<file path="src/rtl/seg_pkg.sv">
package seg_pkg;
   localparam int SEG_ADDR_W     = 32;
   localparam int SEG_LIM_W      = 20;
   localparam int SEG_GRAN_SHIFT = 12;
   localparam int DESC_GRAN_BIT  = 20;
   localparam int DESC_WR_BIT    = 21;

   typedef enum logic [2:0] {
      F_IDLE,
      F_REQ_LO,
      F_WAIT_LO,
      F_REQ_HI,
      F_WAIT_HI
   } fetch_st_e;

   // descriptor as decoded from the two table words
   typedef struct packed {
      logic [SEG_ADDR_W-1:0] base;
      logic [SEG_LIM_W-1:0]  limit;
      logic                  gran;
      logic                  wr;
      logic                  is_null;
   } desc_t;

   // hidden part of the segment register
   typedef struct packed {
      logic                  vld;
      logic                  is_null;
      logic                  wr;
      logic [SEG_ADDR_W-1:0] base;
      logic [SEG_ADDR_W-1:0] eff_lim;
   } cache_t;
endpackage

</file>
<file path="src/rtl/seg_desc_fetch.sv">
module seg_desc_fetch
   import seg_pkg::*;
#(
   parameter int ADDR_W    = SEG_ADDR_W,
   parameter int SEL_W     = 16,
   parameter int TBL_LIM_W = 16,
   parameter int DATA_W    = 32
) (
   input  logic              clk,
   input  logic              rst_n,
   input  logic              prot_mode,
   input  logic [ADDR_W-1:0] gdt_base,
   input  logic [TBL_LIM_W-1:0] gdt_limit,
   input  logic [ADDR_W-1:0] ldt_base,
   input  logic [TBL_LIM_W-1:0] ldt_limit,
   input  logic              sel_wr,
   input  logic [SEL_W-1:0]  sel_val,
   output logic              mem_rd_req,
   output logic [ADDR_W-1:0] mem_rd_addr,
   input  logic              mem_rd_valid,
   input  logic [DATA_W-1:0] mem_rd_data,
   output logic              busy,
   output logic              ld_en,
   output desc_t             ld_desc,
   output logic [1:0]        ld_rpl,
   output logic              sel_fault
);
   localparam int ENTRY_SH = 3;
   localparam int IDX_W    = SEL_W - ENTRY_SH;
   localparam int HI_OFS   = DATA_W / 8;
   localparam int PAD_W    = ADDR_W - SEL_W;

   if (DATA_W * 2 != 64) begin : g_bad_data
      $error("descriptor must be two data words of 64 bits total");
   end
   if (TBL_LIM_W != SEL_W) begin : g_bad_lim
      $error("table limit width must equal selector width");
   end
   if (ADDR_W != SEG_ADDR_W || PAD_W < 0) begin : g_bad_addr
      $error("address width mismatch");
   end

   fetch_st_e            state_q;
   logic [ADDR_W-1:0]    addr_q;
   logic [1:0]           rpl_q;
   logic [DATA_W-1:0]    lo_q;
   logic                 fault_q;

   logic [IDX_W-1:0]     idx;
   logic                 ti;
   logic                 null_sel;
   logic                 over_lim;
   logic                 accept;
   logic [ADDR_W-1:0]    tbl_base;
   logic [TBL_LIM_W-1:0] tbl_lim;
   logic [SEL_W-1:0]     last_byte;
   logic [ADDR_W-1:0]    entry_addr;
   logic                 unused_hi;

   assign idx        = sel_val[SEL_W-1:ENTRY_SH];
   assign ti         = sel_val[2];
   assign null_sel   = !ti && (idx == '0);
   assign tbl_base   = ti ? ldt_base : gdt_base;
   assign tbl_lim    = ti ? ldt_limit : gdt_limit;
   assign last_byte  = {idx, {ENTRY_SH{1'b1}}};
   assign over_lim   = last_byte > tbl_lim;
   assign entry_addr = tbl_base + {{PAD_W{1'b0}}, idx, {ENTRY_SH{1'b0}}};
   assign accept     = sel_wr && prot_mode && (state_q == F_IDLE);
   assign unused_hi  = ^mem_rd_data[DATA_W-1:DESC_WR_BIT+1];

   always_ff @(posedge clk or negedge rst_n) begin
      if (!rst_n) begin
         state_q <= F_IDLE;
         addr_q  <= '0;
         rpl_q   <= '0;
         lo_q    <= '0;
         fault_q <= 1'b0;
      end else begin
         fault_q <= 1'b0;
         unique case (state_q)
            F_IDLE: begin
               if (accept && !null_sel) begin
                  if (over_lim) begin
                     fault_q <= 1'b1;
                  end else begin
                     addr_q  <= entry_addr;
                     rpl_q   <= sel_val[1:0];
                     state_q <= F_REQ_LO;
                  end
               end
            end
            F_REQ_LO: state_q <= F_WAIT_LO;
            F_WAIT_LO: begin
               if (mem_rd_valid) begin
                  lo_q    <= mem_rd_data;
                  state_q <= F_REQ_HI;
               end
            end
            F_REQ_HI: state_q <= F_WAIT_HI;
            F_WAIT_HI: begin
               if (mem_rd_valid) state_q <= F_IDLE;
            end
            default: state_q <= F_IDLE;
         endcase
      end
   end

   assign busy        = (state_q != F_IDLE);
   assign mem_rd_req  = (state_q == F_REQ_LO) || (state_q == F_REQ_HI);
   assign mem_rd_addr = (state_q == F_REQ_HI) ? addr_q + ADDR_W'(HI_OFS) : addr_q;
   assign sel_fault   = fault_q;

   always_comb begin
      ld_en   = 1'b0;
      ld_desc = '0;
      ld_rpl  = rpl_q;
      if (accept && null_sel) begin
         ld_en           = 1'b1;
         ld_desc.is_null = 1'b1;
         ld_rpl          = sel_val[1:0];
      end else if (state_q == F_WAIT_HI && mem_rd_valid) begin
         ld_en         = 1'b1;
         ld_desc.base  = lo_q;
         ld_desc.limit = mem_rd_data[SEG_LIM_W-1:0];
         ld_desc.gran  = mem_rd_data[DESC_GRAN_BIT];
         ld_desc.wr    = mem_rd_data[DESC_WR_BIT];
      end
   end
endmodule

</file>
<file path="src/rtl/seg_desc_cache.sv">
module seg_desc_cache
   import seg_pkg::*;
#(
   parameter int ADDR_W     = SEG_ADDR_W,
   parameter int LIM_W      = SEG_LIM_W,
   parameter int GRAN_SHIFT = SEG_GRAN_SHIFT,
   parameter int SEL_W      = 16,
   parameter bit GRAN_EN    = 1'b1
) (
   input  logic             clk,
   input  logic             rst_n,
   input  logic             real_wr,
   input  logic [SEL_W-1:0] sel_val,
   input  logic             ld_en,
   input  desc_t            ld_desc,
   input  logic [1:0]       ld_rpl,
   output logic [SEL_W-1:0] real_seg,
   output cache_t           cache,
   output logic [1:0]       rpl
);
   localparam int ZPAD_W = ADDR_W - LIM_W;

   if (LIM_W + GRAN_SHIFT != ADDR_W) begin : g_bad_gran
      $error("scaled limit must fill the address width");
   end
   if (LIM_W != SEG_LIM_W || ADDR_W != SEG_ADDR_W) begin : g_bad_pkg
      $error("cache widths must match the package types");
   end

   logic [ADDR_W-1:0] eff_lim_new;

   if (GRAN_EN) begin : g_gran
      assign eff_lim_new = ld_desc.gran ? {ld_desc.limit, {GRAN_SHIFT{1'b1}}}
                                        : {{ZPAD_W{1'b0}}, ld_desc.limit};
   end else begin : g_byte
      logic unused_gran;
      assign unused_gran = ld_desc.gran;
      assign eff_lim_new = {{ZPAD_W{1'b0}}, ld_desc.limit};
   end

   always_ff @(posedge clk or negedge rst_n) begin
      if (!rst_n) begin
         real_seg <= '0;
         cache    <= '0;
         rpl      <= '0;
      end else begin
         if (real_wr) real_seg <= sel_val;
         if (ld_en) begin
            cache.vld     <= 1'b1;
            cache.is_null <= ld_desc.is_null;
            cache.wr      <= ld_desc.wr;
            cache.base    <= ld_desc.base;
            cache.eff_lim <= eff_lim_new;
            rpl           <= ld_rpl;
         end
      end
   end
endmodule

</file>
<file path="src/rtl/seg_addr_check.sv">
module seg_addr_check
   import seg_pkg::*;
#(
   parameter int ADDR_W      = SEG_ADDR_W,
   parameter int OFF_W       = 32,
   parameter int SEG_W       = 16,
   parameter int REAL_ADDR_W = 20
) (
   input  logic              clk,
   input  logic              rst_n,
   input  logic              prot_mode,
   input  logic              busy,
   input  logic              acc_vld,
   input  logic              acc_wr,
   input  logic [OFF_W-1:0]  acc_off,
   input  logic [SEG_W-1:0]  real_seg,
   input  cache_t            cache,
   output logic              xl_vld,
   output logic [ADDR_W-1:0] xl_addr,
   output logic              xl_fault
);
   localparam int REAL_SH = REAL_ADDR_W - SEG_W;
   localparam int HI_PAD  = ADDR_W - REAL_ADDR_W;

   if (OFF_W != ADDR_W) begin : g_bad_off
      $error("offset width must equal address width");
   end
   if (REAL_SH <= 0 || HI_PAD < 0) begin : g_bad_real
      $error("real-mode address must be wider than the segment");
   end

   logic [REAL_ADDR_W-1:0] real_sum;
   logic [ADDR_W-1:0]      prot_sum;
   logic                   prot_bad;
   logic [ADDR_W-1:0]      addr_d;
   logic                   fault_d;

   assign real_sum = {real_seg, {REAL_SH{1'b0}}}
                   + {{REAL_SH{1'b0}}, acc_off[SEG_W-1:0]};
   assign prot_sum = cache.base + acc_off;
   assign prot_bad = busy || !cache.vld || cache.is_null
                   || (acc_off > cache.eff_lim)
                   || (acc_wr && !cache.wr);

   always_comb begin
      if (prot_mode) begin
         addr_d  = prot_sum;
         fault_d = prot_bad;
      end else begin
         addr_d  = {{HI_PAD{1'b0}}, real_sum};
         fault_d = 1'b0;
      end
   end

   always_ff @(posedge clk or negedge rst_n) begin
      if (!rst_n) begin
         xl_vld   <= 1'b0;
         xl_addr  <= '0;
         xl_fault <= 1'b0;
      end else begin
         xl_vld <= acc_vld;
         if (acc_vld) begin
            xl_addr  <= addr_d;
            xl_fault <= fault_d;
         end else begin
            xl_fault <= 1'b0;
         end
      end
   end
endmodule

</file>
<file path="src/rtl/seg_xlate_unit.sv">
module seg_xlate_unit
   import seg_pkg::*;
#(
   parameter int ADDR_W      = SEG_ADDR_W,
   parameter int SEL_W       = 16,
   parameter int TBL_LIM_W   = 16,
   parameter int DATA_W      = 32,
   parameter int REAL_ADDR_W = 20,
   parameter bit GRAN_EN     = 1'b1
) (
   input  logic                 clk,
   input  logic                 rst_n,
   input  logic                 prot_mode,
   input  logic [ADDR_W-1:0]    gdt_base,
   input  logic [TBL_LIM_W-1:0] gdt_limit,
   input  logic [ADDR_W-1:0]    ldt_base,
   input  logic [TBL_LIM_W-1:0] ldt_limit,
   input  logic                 sel_wr,
   input  logic [SEL_W-1:0]     sel_val,
   output logic                 busy,
   output logic                 sel_fault,
   output logic [1:0]           rpl,
   output logic                 mem_rd_req,
   output logic [ADDR_W-1:0]    mem_rd_addr,
   input  logic                 mem_rd_valid,
   input  logic [DATA_W-1:0]    mem_rd_data,
   input  logic                 acc_vld,
   input  logic                 acc_wr,
   input  logic [ADDR_W-1:0]    acc_off,
   output logic                 xl_vld,
   output logic [ADDR_W-1:0]    xl_addr,
   output logic                 xl_fault
);
   logic             ld_en;
   desc_t            ld_desc;
   logic [1:0]       ld_rpl;
   logic [SEL_W-1:0] real_seg;
   cache_t           cache;
   logic             real_wr;

   assign real_wr = sel_wr && !prot_mode;

   seg_desc_fetch #(
      .ADDR_W(ADDR_W), .SEL_W(SEL_W), .TBL_LIM_W(TBL_LIM_W), .DATA_W(DATA_W)
   ) u_fetch (
      .clk(clk), .rst_n(rst_n), .prot_mode(prot_mode),
      .gdt_base(gdt_base), .gdt_limit(gdt_limit),
      .ldt_base(ldt_base), .ldt_limit(ldt_limit),
      .sel_wr(sel_wr), .sel_val(sel_val),
      .mem_rd_req(mem_rd_req), .mem_rd_addr(mem_rd_addr),
      .mem_rd_valid(mem_rd_valid), .mem_rd_data(mem_rd_data),
      .busy(busy), .ld_en(ld_en), .ld_desc(ld_desc), .ld_rpl(ld_rpl),
      .sel_fault(sel_fault)
   );

   seg_desc_cache #(
      .ADDR_W(ADDR_W), .SEL_W(SEL_W), .GRAN_EN(GRAN_EN)
   ) u_cache (
      .clk(clk), .rst_n(rst_n), .real_wr(real_wr), .sel_val(sel_val),
      .ld_en(ld_en), .ld_desc(ld_desc), .ld_rpl(ld_rpl),
      .real_seg(real_seg), .cache(cache), .rpl(rpl)
   );

   seg_addr_check #(
      .ADDR_W(ADDR_W), .OFF_W(ADDR_W), .SEG_W(SEL_W), .REAL_ADDR_W(REAL_ADDR_W)
   ) u_check (
      .clk(clk), .rst_n(rst_n), .prot_mode(prot_mode), .busy(busy),
      .acc_vld(acc_vld), .acc_wr(acc_wr), .acc_off(acc_off),
      .real_seg(real_seg), .cache(cache),
      .xl_vld(xl_vld), .xl_addr(xl_addr), .xl_fault(xl_fault)
   );
endmodule

</file>
<file path="config.mk">
export PLATFORM = sky130hd
export DESIGN_NAME = seg_xlate_unit
export DESIGN_NICKNAME = d
export VERILOG_FILES = /design/src/rtl/seg_pkg.sv /design/src/rtl/seg_desc_fetch.sv /design/src/rtl/seg_desc_cache.sv /design/src/rtl/seg_addr_check.sv /design/src/rtl/seg_xlate_unit.sv
export SDC_FILE = /design/constraint.sdc
export NUM_CORES = 1
export LEC_CHECK = 0
export ABC_AREA = 1
export BUFFER_PORTS_ARGS = -buffer_cell sky130_fd_sc_hd__buf_4
export CAP_MARGIN = 40
export CORE_UTILIZATION = 57
export CTS_CLUSTER_SIZE = 25
export DETAILED_ROUTE_END_ITERATION = 10
export GPL_TIMING_DRIVEN = 0
export PLACE_DENSITY = 0.9
export SYNTH_ARGS = -nofsm -noshare
export SYNTH_HDL_FRONTEND = slang
export SYNTH_SLANG_ARGS = --single-unit
</file>
<file path="constraint.sdc">
create_clock -name clk -period 2.15 [get_ports clk]
set_input_delay 0.215 -clock clk [delete_from_list [all_inputs] [get_ports clk]]
set_output_delay 0.215 -clock clk [all_outputs]
set_load 0.05 [all_outputs]
</file>
After elaboration in Yosys (flattened, before gate mapping)

Index checks and enable logic that the tools add are counted.

Multipliers: 0
Mux-type cells: 21
Reductions and logical operators: 24
$add $sub $neg: 4
Magnitude comparators: 2
Bitwise logic cells: 1
Divide/modulo/power cells: 0
Shifts and indexed selects: 0
Equality and inequality tests: 8

Operators with widths:

| cell                  | number |
|---|---|
| $mux 32               | 4 |
| $mux 54               | 2 |
| $add 32x16->32        | 1 |
| $add 32x3->32 const B | 1 |
| $add 32x32->32        | 1 |
| $gt 32x32->1          | 1 |
| $add 20x16->20        | 1 |
| $gt 16x16->1          | 1 |
| $mux 16               | 1 |
| $pmux 3 s5            | 1 |
| $logic_not 13->1      | 1 |
| $mux 3                | 4 |
| $logic_and 1x1->1     | 8 |
| $mux 1                | 8 |
| $ne 2x2->1 const B    | 4 |
| $eq 3x2->1 const B    | 2 |
| $logic_not 1->1       | 5 |
| $logic_or 1x1->1      | 5 |
| $reduce_and 4->1      | 1 |
| $eq 3x1->1 const B    | 1 |
| $eq 3x3->1 const B    | 1 |
| $logic_not 3->1       | 1 |
| $reduce_and 3->1      | 1 |
| $reduce_bool 3->1     | 1 |
| 3 further kinds       | 3 |

Memory bits (writable): 0
Register bits: 189
Memories kept: 0
Bits in latches: 0
Output and inout bits: 71
Input bits: 183
ROM bits: 0
Word-level logic and storage cells: 75

Depth between registers and ports, before layout

Depth after elaboration: 7
Depth in mapped cells: 19
Depth with buffers taken out: 16

Hierarchy

A second synthesis with hierarchy kept.

Cells, all modules: 2,250
Area, all modules: 14,784.2 µm²

By module, submodules not included:

| module         | area an instance (µm²) | seq. area each (µm²) | times used | cells each |
|---|---|---|---|---|
| seg_desc_fetch | 6,241.0                | 1,751.7              | 1          | 993 |
| seg_addr_check | 5,134.9                | 850.8                | 1          | 862 |
| seg_desc_cache | 3,398.3                | 2,127.0              | 1          | 393 |
| seg_xlate_unit | 10.0                   | 0.0                  | 1          | 2 |

Worst setup path after synthesis

OpenSTA, ideal clock, no wires.

Path kind: input to register
From: in sel_val[2]
To: reg u_fetch.addr_q[21]
Library setup time: 127 ps
Required time: 2,023 ps
Stages: 17
Data arrival time: 2,503 ps
Setup slack: -480 ps
Buffers on the path: 3
Path through: buf_6 > buf_2 > clkbuf_1 > nand2_1 > nand2_1 > ha_1 > inv_1 > fa_1 > nand3b_1 > nand2_1 > nand2_1 > nand2_1 > nand2_1 > nand2_1 > nand3_1 > nand3_1 > o21ai_0

Cells in the longest elaborated chain, start to end: 5
Elaborated cells between the ends (all ways): 10
Those cells by class: 1 x add/sub; 1 x order compare; 2 x mux; 1 x bitwise; 5 x reduce/logical

Ends and longest elaborated chain:

| item                                                                   | RTL line             | RTL |
|---|---|---|
| from (decl)                                                            | seg_xlate_unit.sv:19 | `input logic [SEL_W-1:0] sel_val,` |
| parallel branches: the longest is 5 deep, another holds $add 32x16->32 | --                   |  |
| to (signal assigned)                                                   | seg_desc_fetch.sv:86 | `addr_q <= entry_addr;` |
| to (decl)                                                              | seg_desc_fetch.sv:44 | `logic [ADDR_W-1:0] addr_q;` |

Parallel ways; which one is timed is not known.
A chain may end at the register's enable or synchronous reset.

Final worst setup path

From: reg u_fetch.addr_q[3]
To: out mem_rd_addr[29]

Cells in the longest elaborated chain, start to end: 2

Ends and longest elaborated chain:

| item          | RTL line              | RTL |
|---|---|---|
| $add 32x3->32 | seg_desc_fetch.sv:110 | `assign mem_rd_addr = (state_q == F_REQ_HI) ? addr_q + ADDR_W'(HI_OFS) : addr_q;` |
| $mux 32       | seg_desc_fetch.sv:110 |  |
| to (decl)     | seg_xlate_unit.sv:24  | `output logic [ADDR_W-1:0] mem_rd_addr,` |

Every way passes these cells.

==> run summary <==
- **Critical Path Start** u_fetch.addr_q[3]
- **fraction of synthesis flops using an asynchronous set or reset pin** 1.00
- **FF-to-FF Start** u_cache.cache[56]
- **most used standard cells in the synthesized netlist** sky130_fd_sc_hd__nand2_1, sky130_fd_sc_hd__inv_1, sky130_fd_sc_hd__dfrtp_1
- **most area-consuming cells after synthesis** sky130_fd_sc_hd__dfrtp_1, sky130_fd_sc_hd__nand2_1, sky130_fd_sc_hd__ha_1
- **Max-slew headroom** 0.419
- **global-route total usage across every layer** 0.378
- **post-detailed-routing wire length** 47000 um
- **clk root buf** sky130_fd_sc_hd__clkbuf_16
- **most numerous cell on the critical path** sky130_fd_sc_hd__nor2_4
- **clock tree from TritonCTS** built
- **ANT cells** 0
- **DRC violations left** 0
- **antenna violations before repair** 0
- **# IOs** 254
- **most instantiated flip-flop cell in the synthesis netlist** sky130_fd_sc_hd__dfrtp_1
- **Critical Setup Path Class** flop to output pin
- **net count of the mapped netlist** 2220
- **average detailed-routed wire length per instance** 18.2 um
- **Synthesis Warnings** 0
- **count of input and output buffers** 252
- **Cell Chain, Critical Path** buf_4 -> nand3_1 -> nor2_4 -> nand2_2 -> nor2_4 -> nand4_1 -> nor3_2 -> xor2_2 -> buf_6
- **total clock buffers created by CTS** 17
- **Final HPWL DP** 36200 um
- **aggregate negative setup slack** -7.59 ns
- **core area** 23600 sq um
- **first-pass GRT wire length** 71500 um
- **aggregate global routing overflow** 0
- **clock insertion delay at the later pin of the skew report** 0.46 ns
- **kind of end point of the critical path** output pin
- **reg2reg setup slack** 0.08 ns
- **Max Fclk** 385 MHz
- **CP top delay family** simple AND/OR/NAND/NOR gates
- **Final Max Tran Viols** 0
- **largest net degree at the start of global routing** 104
- **cell with the largest stage delay on the worst path** sky130_fd_sc_hd__dfrtp_1
- **layout-stage area growth over the synthesis result** 29.9%
- **area fraction of the dominant cell type after synthesis** 0.342
- **number of setup violations in the final report** 25
- **final critical-path share of the clock period** 1.21
- **layout net count** 2540
- **CP peak stage delay** 0.43 ns
- **power per cell area** 1150 nW/um^2
- **static leakage** 9.60 nW
- **clock input transition at the sequential cells of the worst setup and hold paths** 0.09 ns
- **cell type with the highest aggregate area in the netlist** sky130_fd_sc_hd__dfrtp_1
- **die area** 24900 sq um
- **most numerous cell in the Yosys netlist** sky130_fd_sc_hd__nand2_1
- **H-tree depth** 4
- **1st-iter DRT viols** 1187
- **critical path arrival** 2.38 ns
- **Crit path required time** 1.93 ns
- **number of fill cells in the layout** 1812
- **CTS sink count** 189
- **number of iterations in the first detailed-routing pass** 7
- **post-synthesis cell type count** 56
- **worst vdd rail ir drop** 1070 uV
- **Yosys reg bits** 189
- **violations in the final reports** negative setup slack
- **final worst setup slack** -0.450 ns
- **via count of the first global-routing pass** 13800
- **via count normalized by instance count** 5.64
- **slew at the pin with the worst max-slew slack** 0.850 ns
- **Crit path buffers/inverters** 2
- **total standard cell area after synthesis** 13800 sq um
- **count of flip-flops with a built-in enable after synthesis** 0
- **Hold Worst Slack** 0.00467 ns
- **Final Hold Violating Endpoints** 0
- **Max Clock Skew** 0.0199 ns
- **result of the run** complete, but fails checks
- **RD Place Congestion** 0.967
- **mean area per synthesized cell** 7.16 sq um
- **starting density of the core** 0.586
- **hold path startpoint** mem_rd_valid
- **setup repair after global routing missed its margin** yes
- **CP startpoint kind** flop
- **number of max-cap violations** 0
- **die outline width** 158 um
- **via total after detailed routing** 14600
- **Post-Synthesis Cells** 1932
- **Std-Cell Rows** 56
- **maximum number of buffers from clock root to sink** 2
- **vertical die dimension** 158 um
- **share of synthesized area occupied by flip-flops and latches** 0.342
- **final antenna-violating net count** 0
- **final critical delay including setup and external delays** 2.60 ns
- **class of the tightest hold or removal check** input pin to flop
- **critical path peak fanout** 5
- **share of layout cells above drive strength 1** 0.223
-- layout by cell type (no fill, tap or decap), types with 6 or more instances in the layout --
master / n
sky130_fd_sc_hd__nand2_1: 554
sky130_fd_sc_hd__inv_1: 275
sky130_fd_sc_hd__buf_4: 268
sky130_fd_sc_hd__dfrtp_1: 184
sky130_fd_sc_hd__nor2_1: 119
sky130_fd_sc_hd__a21oi_1: 112
sky130_fd_sc_hd__nand3_1: 108
sky130_fd_sc_hd__o21ai_0: 108
sky130_fd_sc_hd__ha_1: 88
sky130_fd_sc_hd__buf_6: 37
sky130_fd_sc_hd__a22oi_1: 27
sky130_fd_sc_hd__nand4_1: 23
sky130_fd_sc_hd__clkbuf_1: 21
sky130_fd_sc_hd__nand3b_1: 19
sky130_fd_sc_hd__clkbuf_16: 18
sky130_fd_sc_hd__nand2_2: 18
sky130_fd_sc_hd__nor3_1: 17
sky130_fd_sc_hd__xor2_2: 15
sky130_fd_sc_hd__xnor2_1: 14
sky130_fd_sc_hd__mux2i_1: 13
sky130_fd_sc_hd__nand3_2: 12
sky130_fd_sc_hd__mux2_2: 12
sky130_fd_sc_hd__o21ai_1: 12
sky130_fd_sc_hd__o22ai_1: 12
sky130_fd_sc_hd__a21oi_2: 11
sky130_fd_sc_hd__nor2_4: 9
sky130_fd_sc_hd__xor2_1: 8
sky130_fd_sc_hd__o21bai_1: 8
sky130_fd_sc_hd__ha_4: 7
sky130_fd_sc_hd__ha_2: 7
sky130_fd_sc_hd__nand2_4: 6
sky130_fd_sc_hd__nor3_2: 6
sky130_fd_sc_hd__buf_2: 6
sky130_fd_sc_hd__o211ai_1: 6
sky130_fd_sc_hd__o221ai_1: 6
sky130_fd_sc_hd__a22oi_2: 6
sky130_fd_sc_hd__dlygate4sd3_1: 6
-- registers in the layout, summed over array words and instances (netlist names) --
signal,cells
u_cache.cache,67
u_check.xl_addr,32
u_fetch.addr_q,32
u_fetch.lo_q,32
u_cache.real_seg,16
u_fetch.state_q,3
u_cache.rpl,2
u_fetch.rpl_q,2
u_check.xl_fault,1
u_check.xl_vld,1
u_fetch.sel_fault,1
-- cell type report --
cell class / instances / area, sq um / area share
multi-input cells: 1413 / 8410 / 0.468
flip-flops and latches: 189 / 4740 / 0.263
repair buffers: 302 / 2430 / 0.135
inverters: 281 / 1060 / 0.0591
clock buffers: 18 / 439 / 0.0244
well taps: 319 / 399 / 0.0222
plain buffers: 48 / 325 / 0.0181
clock inverters: 14 / 175 / 0.00974
-- report_power, final --
| part | switching [mW] | total [mW] | internal, mW |
|---|---|---|---|
| sequential | 1.27 | 6.26 | 4.99 |
| combinational | 7.08 | 11.1 | 3.99 |
| clock | 1.60 | 3.30 | 1.70 |
| total | 9.94 | 20.6 | 10.7 |
-- per-layer routing --
layer,track usage,wire length (um),vias to the layer above
li1,-,-,6903
met1,0.458,18400,6829
met2,0.645,22700,675
met3,0.0572,3260,173
met4,0.203,2610,0
met5,0,0,-
-- worst reg2reg max path, delay by kind of cell (launching register included) --
kind / cells / cell delay, ns
DFF: 1 / 0.42
and+or+nand+nor: 9 / 1.14
adders and majority gates: 1 / 0.42
-- per-stage QoR --
| stage | utilization | instances | cell area [sq um] | worst slack [ns] | power (mW) |
|---|---|---|---|---|---|
| 2_1_floorplan | - | 1932 | 14000 | -0.0322 | 13.0 |
| 3_5_place_dp | 0.693 | 2504 | 16400 | -0.555 | 16.3 |
| 4_1_cts | 0.739 | 2559 | 17500 | -0.496 | 20.0 |
| 6_report | 0.762 | 2584 | 18000 | -0.450 | 20.6 |
| 5_1_grt | 0.762 | 2584 | 18000 | -0.550 | 21.8 |
| 3_3_place_gp | 0.692 | 2503 | 16300 | -0.540 | 16.0 |
-- final timing paths --
| check | to | depth (start not counted) |
|---|---|---|
| min in group asynchronous | u_check.xl_addr[16] | 2 |
| setup / recovery | mem_rd_addr[29] | 9 |
| max in group asynchronous | u_fetch.addr_q[23] | 3 |
| setup reg to reg | u_check.xl_addr[27] | 10 |
| hold reg to reg | u_cache.cache[66] | 2 |
| hold / removal | u_fetch.state_q[2] | 2 |
-- logic make-up (layout without fill, tap and decap cells) --
family	after synthesis	after routing	synth area share
compound gates	322	322	0.133
xor+xnor	47	47	0.0297
fa+ha+maj	105	105	0.0966
buf+inv	330	663	0.0963
flops	189	189	0.342
mux	25	25	0.0192
simple gates	914	914	0.284
-- timing repair --
item                                    CTS  global route
buffers inserted                         18            24
gates resized for setup                  57            77
endpoints found under the hold margin    91             0
hold buffers                              6             0
endpoints found under the setup margin  118           113
gates cloned                              0             2
pin swaps                                14            18
Power figures use the tool's default switching activity.
